===== src/rtl/fuse_ctl_pkg.sv =====
package fuse_ctl_pkg;

    typedef enum logic [2:0] {
        ST_IDLE,
        ST_OPEN_LAG,
        ST_OPEN_BUSY,
        ST_PROG_LAG,
        ST_PROG_BUSY
    } seq_state_t;

    localparam logic [11:0] OFS_CTRL   = 12'h000;
    localparam logic [11:0] OFS_SET    = 12'h004;
    localparam logic [11:0] OFS_CLR    = 12'h008;
    localparam logic [11:0] OFS_DATA   = 12'h010;
    localparam logic [11:0] OFS_SHADOW = 12'h100;

    localparam int CB_BUSY = 8;
    localparam int CB_ERR  = 9;
    localparam int CB_OPEN = 12;
    localparam int KEY_LSB = 16;

    localparam logic [15:0] UNLOCK_KEY = 16'h3E77;
    localparam logic [31:0] SENTINEL   = 32'hDEAD0F0F;

endpackage


===== src/rtl/fuse_ctl_seq.sv =====
module fuse_ctl_seq
    import fuse_ctl_pkg::*;
#(
    parameter int LAG_CYC  = 3,
    parameter int OPEN_CYC = 4,
    parameter int PROG_CYC = 16
) (
    input  logic clk,
    input  logic rst_n,
    input  logic open_go,
    input  logic prog_go,
    output logic busy,
    output logic idle,
    output logic burn
);
    localparam int MAX_A = (LAG_CYC > OPEN_CYC) ? LAG_CYC : OPEN_CYC;
    localparam int MAXC  = (MAX_A > PROG_CYC) ? MAX_A : PROG_CYC;
    localparam int CW    = $clog2(MAXC + 1);
    localparam logic [CW-1:0] LAG_LAST  = CW'(LAG_CYC - 1);
    localparam logic [CW-1:0] OPEN_LAST = CW'(OPEN_CYC - 1);
    localparam logic [CW-1:0] PROG_LAST = CW'(PROG_CYC - 1);

    seq_state_t state, nxt;
    logic [CW-1:0] cnt, cnt_n;

    always_ff @(posedge clk) begin
        if (!rst_n) begin
            state <= ST_IDLE;
            cnt   <= '0;
        end else begin
            state <= nxt;
            cnt   <= cnt_n;
        end
    end

    always_comb begin
        nxt   = state;
        cnt_n = cnt + 1'b1;
        unique case (state)
            ST_IDLE: begin
                cnt_n = '0;
                if (open_go)      nxt = ST_OPEN_LAG;
                else if (prog_go) nxt = ST_PROG_LAG;
            end
            ST_OPEN_LAG: begin
                if (cnt == LAG_LAST) begin
                    nxt   = ST_OPEN_BUSY;
                    cnt_n = '0;
                end
            end
            ST_OPEN_BUSY: begin
                if (cnt == OPEN_LAST) begin
                    nxt   = ST_IDLE;
                    cnt_n = '0;
                end
            end
            ST_PROG_LAG: begin
                if (cnt == LAG_LAST) begin
                    nxt   = ST_PROG_BUSY;
                    cnt_n = '0;
                end
            end
            ST_PROG_BUSY: begin
                if (cnt == PROG_LAST) begin
                    nxt   = ST_IDLE;
                    cnt_n = '0;
                end
            end
            default: begin
                nxt   = ST_IDLE;
                cnt_n = '0;
            end
        endcase
    end

    always_comb begin
        busy = (state == ST_OPEN_BUSY) || (state == ST_PROG_BUSY);
        idle = (state == ST_IDLE);
        burn = (state == ST_PROG_BUSY) && (cnt == PROG_LAST);
    end

endmodule


===== src/rtl/fuse_ctl_array.sv =====
module fuse_ctl_array #(
    parameter int N_FUSE = 40,
    parameter int IDX_W  = 6
) (
    input  logic             clk,
    input  logic             rst_n,
    input  logic             burn,
    input  logic [IDX_W-1:0] burn_idx,
    input  logic [31:0]      burn_mask,
    input  logic [IDX_W-1:0] rd_idx,
    output logic [31:0]      rd_word
);
    localparam logic [IDX_W:0] LIM = (IDX_W+1)'(N_FUSE);

    logic [31:0] mem [N_FUSE];

    for (genvar g = 0; g < N_FUSE; g++) begin : g_word
        always_ff @(posedge clk) begin
            if (!rst_n)
                mem[g] <= '0;
            else if (burn && (burn_idx == IDX_W'(g)))
                mem[g] <= mem[g] | burn_mask;
        end
    end

    always_comb begin
        if ({1'b0, rd_idx} < LIM) rd_word = mem[rd_idx];
        else                      rd_word = '0;
    end

endmodule


===== src/rtl/fuse_ctl_regs.sv =====
module fuse_ctl_regs
    import fuse_ctl_pkg::*;
#(
    parameter int BANKS    = 5,
    parameter int WORDS    = 8,
    parameter int LAG_CYC  = 3,
    parameter int OPEN_CYC = 4,
    parameter int PROG_CYC = 16
) (
    input  logic        clk,
    input  logic        rst_n,
    input  logic        bus_rd,
    input  logic        bus_wr,
    input  logic [11:0] bus_addr,
    input  logic [31:0] bus_wdata,
    output logic [31:0] bus_rdata,
    output logic        bus_rvalid,
    output logic        busy_o
);
    localparam int N_FUSE = BANKS * WORDS;
    localparam int IDX_W  = $clog2(BANKS) + $clog2(WORDS);
    localparam logic [IDX_W:0] IDX_LIM = (IDX_W+1)'(N_FUSE);
    localparam logic [7:0]     WIN_LIM = 8'(N_FUSE);
    localparam logic [31:0] WMASK = {16'hFFFF, 3'b000, 1'b1, 12'h000}
                                  | {{(32-IDX_W){1'b0}}, {IDX_W{1'b1}}};

    // control state
    logic [31:0] ctl_q, ctl_n;
    logic        err_q, err_n;
    logic [31:0] data_q;
    logic [IDX_W-1:0] tgt_idx;
    logic [31:0]      tgt_mask;

    // decode
    logic wr_ctrl, wr_set, wr_clr, wr_data;
    logic [11:0] sh_off;
    logic [7:0]  sh_slot;
    logic        sh_hit;
    logic [IDX_W-1:0] sh_idx;

    // sequencer handshake
    logic seq_busy, seq_idle, seq_burn;
    logic open_go, prog_try, prog_go, prog_bad, bad_rd;
    logic ctl_open;
    logic [IDX_W-1:0] ctl_idx;
    logic [31:0] sh_word, rd_mux, ctl_view;

    always_comb begin
        wr_ctrl = bus_wr && (bus_addr == OFS_CTRL);
        wr_set  = bus_wr && (bus_addr == OFS_SET);
        wr_clr  = bus_wr && (bus_addr == OFS_CLR);
        wr_data = bus_wr && (bus_addr == OFS_DATA);
        sh_off  = bus_addr - OFS_SHADOW;
        sh_slot = sh_off[11:4];
        sh_hit  = (bus_addr >= OFS_SHADOW) && (sh_off[3:0] == 4'h0)
                  && (sh_slot < WIN_LIM);
        sh_idx  = sh_slot[IDX_W-1:0];
    end

    always_comb begin
        ctl_n = ctl_q;
        if (wr_ctrl)     ctl_n = bus_wdata & WMASK;
        else if (wr_set) ctl_n = ctl_q | (bus_wdata & WMASK);
        else if (wr_clr) ctl_n = ctl_q & ~(bus_wdata & WMASK);
    end

    always_comb begin
        ctl_open = ctl_q[CB_OPEN];
        ctl_idx  = ctl_q[IDX_W-1:0];
        open_go  = !ctl_open && ctl_n[CB_OPEN] && seq_idle;
        prog_try = wr_data && (ctl_q[31:KEY_LSB] == UNLOCK_KEY);
        prog_go  = prog_try && !ctl_open && seq_idle
                   && ({1'b0, ctl_idx} < IDX_LIM);
        prog_bad = prog_try && !prog_go;
        bad_rd   = bus_rd && sh_hit && !(ctl_open && seq_idle);
    end

    always_comb begin
        err_n = err_q;
        if (wr_clr && bus_wdata[CB_ERR]) err_n = 1'b0;
        if (prog_bad || bad_rd)          err_n = 1'b1;
    end

    always_ff @(posedge clk) begin
        if (!rst_n) begin
            ctl_q    <= '0;
            err_q    <= 1'b0;
            data_q   <= '0;
            tgt_idx  <= '0;
            tgt_mask <= '0;
        end else begin
            ctl_q <= ctl_n;
            err_q <= err_n;
            if (wr_data) data_q <= bus_wdata;
            if (prog_go) begin
                tgt_idx  <= ctl_idx;
                tgt_mask <= bus_wdata;
            end
        end
    end

    fuse_ctl_seq #(
        .LAG_CYC (LAG_CYC),
        .OPEN_CYC(OPEN_CYC),
        .PROG_CYC(PROG_CYC)
    ) u_seq (
        .clk    (clk),
        .rst_n  (rst_n),
        .open_go(open_go),
        .prog_go(prog_go),
        .busy   (seq_busy),
        .idle   (seq_idle),
        .burn   (seq_burn)
    );

    fuse_ctl_array #(
        .N_FUSE(N_FUSE),
        .IDX_W (IDX_W)
    ) u_array (
        .clk      (clk),
        .rst_n    (rst_n),
        .burn     (seq_burn),
        .burn_idx (tgt_idx),
        .burn_mask(tgt_mask),
        .rd_idx   (sh_idx),
        .rd_word  (sh_word)
    );

    always_comb begin
        ctl_view = ctl_q;
        ctl_view[CB_BUSY] = seq_busy;
        ctl_view[CB_ERR]  = err_q;
        if ((bus_addr == OFS_CTRL) || (bus_addr == OFS_SET) || (bus_addr == OFS_CLR))
            rd_mux = ctl_view;
        else if (bus_addr == OFS_DATA)
            rd_mux = data_q;
        else if (sh_hit)
            rd_mux = (ctl_open && seq_idle) ? sh_word : SENTINEL;
        else
            rd_mux = '0;
    end

    always_ff @(posedge clk) begin
        if (!rst_n) begin
            bus_rvalid <= 1'b0;
            bus_rdata  <= '0;
        end else begin
            bus_rvalid <= bus_rd;
            bus_rdata  <= bus_rd ? rd_mux : '0;
        end
    end

    assign busy_o = seq_busy;

endmodule


===== config.mk =====
export PLATFORM = sky130hd
export DESIGN_NAME = fuse_ctl_regs
export DESIGN_NICKNAME = d
export VERILOG_FILES = /design/src/rtl/fuse_ctl_pkg.sv /design/src/rtl/fuse_ctl_seq.sv /design/src/rtl/fuse_ctl_array.sv /design/src/rtl/fuse_ctl_regs.sv
export SDC_FILE = /design/constraint.sdc
export NUM_CORES = 2
export LEC_CHECK = 0
export ABC_AREA = 0
export BUFFER_PORTS_ARGS = -buffer_cell sky130_fd_sc_hd__buf_4
export CAP_MARGIN = 5
export CORE_UTILIZATION = 68
export CTS_BUF_LIST = sky130_fd_sc_hd__clkbuf_16
export DETAILED_ROUTE_END_ITERATION = 7
export GPL_TIMING_DRIVEN = 0
export PLACE_DENSITY = 0.85
export SLEW_MARGIN = 20
export SYNTH_ARGS = -nofsm -noshare
export SYNTH_HDL_FRONTEND = slang
export SYNTH_HIERARCHICAL = 1
export SYNTH_SLANG_ARGS = --single-unit

===== constraint.sdc =====
create_clock -name clk -period 13.14 [get_ports clk]
set_input_delay 0 -clock clk [delete_from_list [all_inputs] [get_ports clk]]
set_output_delay 0 -clock clk [all_outputs]
set_load 0.02 [all_outputs]

==> impl_results.md <==
- Final setup margin: 8810 ps
- Post-route minimum period: 4330 ps
- Leakage: 27.1 nW
- Vias per inst: 7.34
- Rel. slew slack: 0.135
- Final period util: 0.329
- CTS Buf Count: 144
- Crit path required time: 13,770 ps
- Area share of the largest cell type after synthesis: 0.579
- Initial core utilization: 0.687
- Worst Clk Skew: 22.1 ps
- Startpoint Class: flop
- Post-CTS setup buffers: 0
- Reg2Reg Depth: 11
- CP Data Arrival Time: 4950 ps
- First-pass GRT wire length: 362 mm
- CTS tree: yes
- Most common cell after layout, fill and taps aside: nor2_1
- Synthesized Nets: 5,752
- CP startpoint: u_seq/cnt[0]
- Final #Nets: 6,101
- Number of global-route vias before repair: 51,700
- Simple-gate share of the synthesized area: 0.159
- Die footprint: 98,900 um2
- Main combinational cell family by area after synthesis: simple AND/OR/NAND/NOR gates
- Clock sinks: 1,422
- Hold path endpoint: data_q[15]
- Crit Reg-Reg Endpoint: u_array/mem[23][27]
- Slew @ Worst Pin: 1290 ps
- Compound-Gate Fraction of Synth Area: 0.0665
- Fin. max-slew vios: 0
- Hold WS: 57.5 ps
- Layout fillers: 5,559
- Max rail drop VDD: 0.123 mV
- Reg2Reg Launch Point: u_seq/cnt[0]
- Die W: 314 um
- Routed len/inst: 34.8 um
- DRC Markers: 70
- Hold path cells: 4
- CTS hold repair buffers: 70
- Clk slew on worst S/H paths: 60 ps
- Final WL: 259 mm
- Cells after synthesis: 5,698
- Post-DP Area: 70,400 um2
- Router iterations before antenna repair: 8
- RSZ-0062 raised after global routing: false
- Met3 WL: 50.8 mm
- Seq. cell area: 41,300 um2
- Yosys warns: 6
- TNS Setup: 0 ps
- Grt ovf: 0
- Initial antenna violation count: 13
- IO Port Bufs: 81
- Max Cap Viol: 0
- Failing checks: DRC
- Met2 WL: 103 mm
- Fmax achieved: 231 MHz
- Async S/R FF share, synth: 0
- Yosys reg bits: 1,422
- Pin count of the biggest net entering global routing: 22
- Post-synthesis sequential area ratio: 0.622
- Clk root buf: clkbuf_16
- Leading area contributor after synthesis: edfxtp_1
- XOR/XNOR Fraction of Synth Area: 0.000264
- Status: finished, violations left
- Post-synthesis mux area share: 0.120
- Core area: 96,700 um2
- Hold_sp: bus_wdata[15]
- IO Count: 82
- H-Tree Depth: 4
- Area contributors post-synth: edfxtp_1 (58%), nor2_1 (13%), mux4_2 (8.1%), dfxtp_1 (4.3%), mux2i_1 (3.8%)
- Final setup fails: 0
- Top_reg_cell synth: edfxtp_1
- Placed cells: 7,106
- Post-cts sizing count: 0
- Area Overhead vs Synth: 14.0%
- DR iter-0 viols: 12,400
- Pwr/cell area: 134 nW/um2
- Hold violation count in the final report: 0
- Synth Cell Area: 66,400 um2
- Maximum fanout along the worst path: 10
- Final non-filler cell total: 7,443
- DRT antenna net count: 0
- EDFF count, synth: 1,280
- Met1 WL: 75.6 mm
- Adder-Cell Fraction of Synth Area: 0.00113
- Final Instance Area: 75,700 um2
- Die height: 314 um
- Maximum clock insertion buffer count: 3
- Setup slack after placement: 9030 ps
- R2R Setup Slk: 8810 ps
- Hold Crit Class: in2reg
- Post-DP HPWL: 178 mm
- Unique masters post-synth: 72
- Most frequent cells in the layout: nor2_1 (2,220), edfxtp_1 (1,280), nand2_1 (317), clkbuf_1 (290), mux2i_1 (249)
- Site Rows: 114
- GRT Total Usage: 0.525
- Routability cong.: 1.12
- Worst-skew pair later-pin latency: 790 ps
- Layout cells sized above 1: 0.127
- Area occupied by multi-input gates: 23,500 um2
- Critical path class: reg2reg
- CP Capture Type: flop
- Synthesized area per cell: 11.7 um2
- Max Used Layer: met5
- Vias: 54,700
-- through the flow --
| step | power (mW) | utilization |
|---|---|---|
| 4_1_cts | 10.0 | 0.782 |
| 5_1_grt | 10.3 | 0.782 |
| 3_5_place_dp | 6.15 | 0.728 |
| 6_report | 10.2 | 0.783 |
| 2_1_floorplan | 5.74 | - |
| 3_3_place_gp | 6.09 | 0.709 |
-- kinds of logic after synthesis --
| group | after synthesis |
|---|---|
| xor+xnor | 2 |
| fa+ha+maj | 6 |
| mux | 494 |
| buf+inv | 461 |
| compound gates | 615 |
| flops | 1422 |
| simple gates | 2698 |
-- area by class of cell --
class                   count  area share
repair buffers            203      0.0348
flip-flops and latches   1422       0.545
clock inverters           101     0.00904
inverters                  15    0.000744
multi-input cells        3815       0.311
plain buffers             446      0.0278
clock buffers             151      0.0499
diodes                     14    0.000463
well taps                1276      0.0211
-- routing by layer --
| layer | GRT usage | up-vias |
|---|---|---|
| li1 | - | 21000 |
| met4 | 0.439 | 20 |
| met3 | 0.287 | 1598 |
| met2 | 0.707 | 6247 |
| met1 | 0.606 | 25800 |
| met5 | 0.0469 | - |
-- critical path: stages (launching register included) --
cell      delay, ps
dfxtp_1         370
ha_1            230
nand3_1         130
inv_1            80
ha_1            150
and3_1          400
nand3b_1        820
nor2_1          470
clkbuf_1        440
nand2_1         450
clkbuf_1        400
nor2_1          210
-- power breakdown --
part | leakage [nW] | internal, mW | switching [mW] | total [mW]
clock | 2.34 | 2.24 | 1.76 | 4.00
sequential | 13.5 | 5.11 | 0.122 | 5.23
combinational | 11.3 | 0.313 | 0.624 | 0.936
total | 27.1 | 7.67 | 2.51 | 10.2
-- synthesized netlist by cell type (all sizes together), types with 5 or more instances --
cell     count
a32oi       34
nand4b       5
nand2b      13
o22ai       28
nor3        38
a21oi       51
inv         14
a211oi      26
a32o        23
ha           6
o21ai      100
mux2i      250
mux4       240
dfxtp      142
nand4        6
o21a       211
buf        116
a22oi       24
a31oi       25
o2bb2ai     24
and3         5
nor2      2223
nor2b       13
nand3       39
a311oi      26
edfxtp    1280
clkbuf     330
nand2      317
o32ai       19
and2        14
-- state kept, by name (all words and copies together) (netlist names), named ones only --
signal,count
err_q,1
data_q,32
u_seq/cnt,5
bus_rdata,32
tgt_idx,6
bus_rvalid,1
u_seq/state,3
tgt_mask,32
ctl_q,23
u_array/mem,1280
-- how the worst max path moves through the flow --
stage / end / slack (ps) / cells after the start
after floorplan: u_array/mem[7][0] / 8680 / 9
after global placement: u_array/mem[8][29] / 5740 / 9
after detailed placement: u_array/mem[22][28] / 9030 / 9
after CTS: u_array/mem[22][11] / 9000 / 9
after global routing: u_array/mem[21][14] / 8810 / 11
final: u_array/mem[23][27] / 8810 / 11
(Power assumes the default switching activity.)
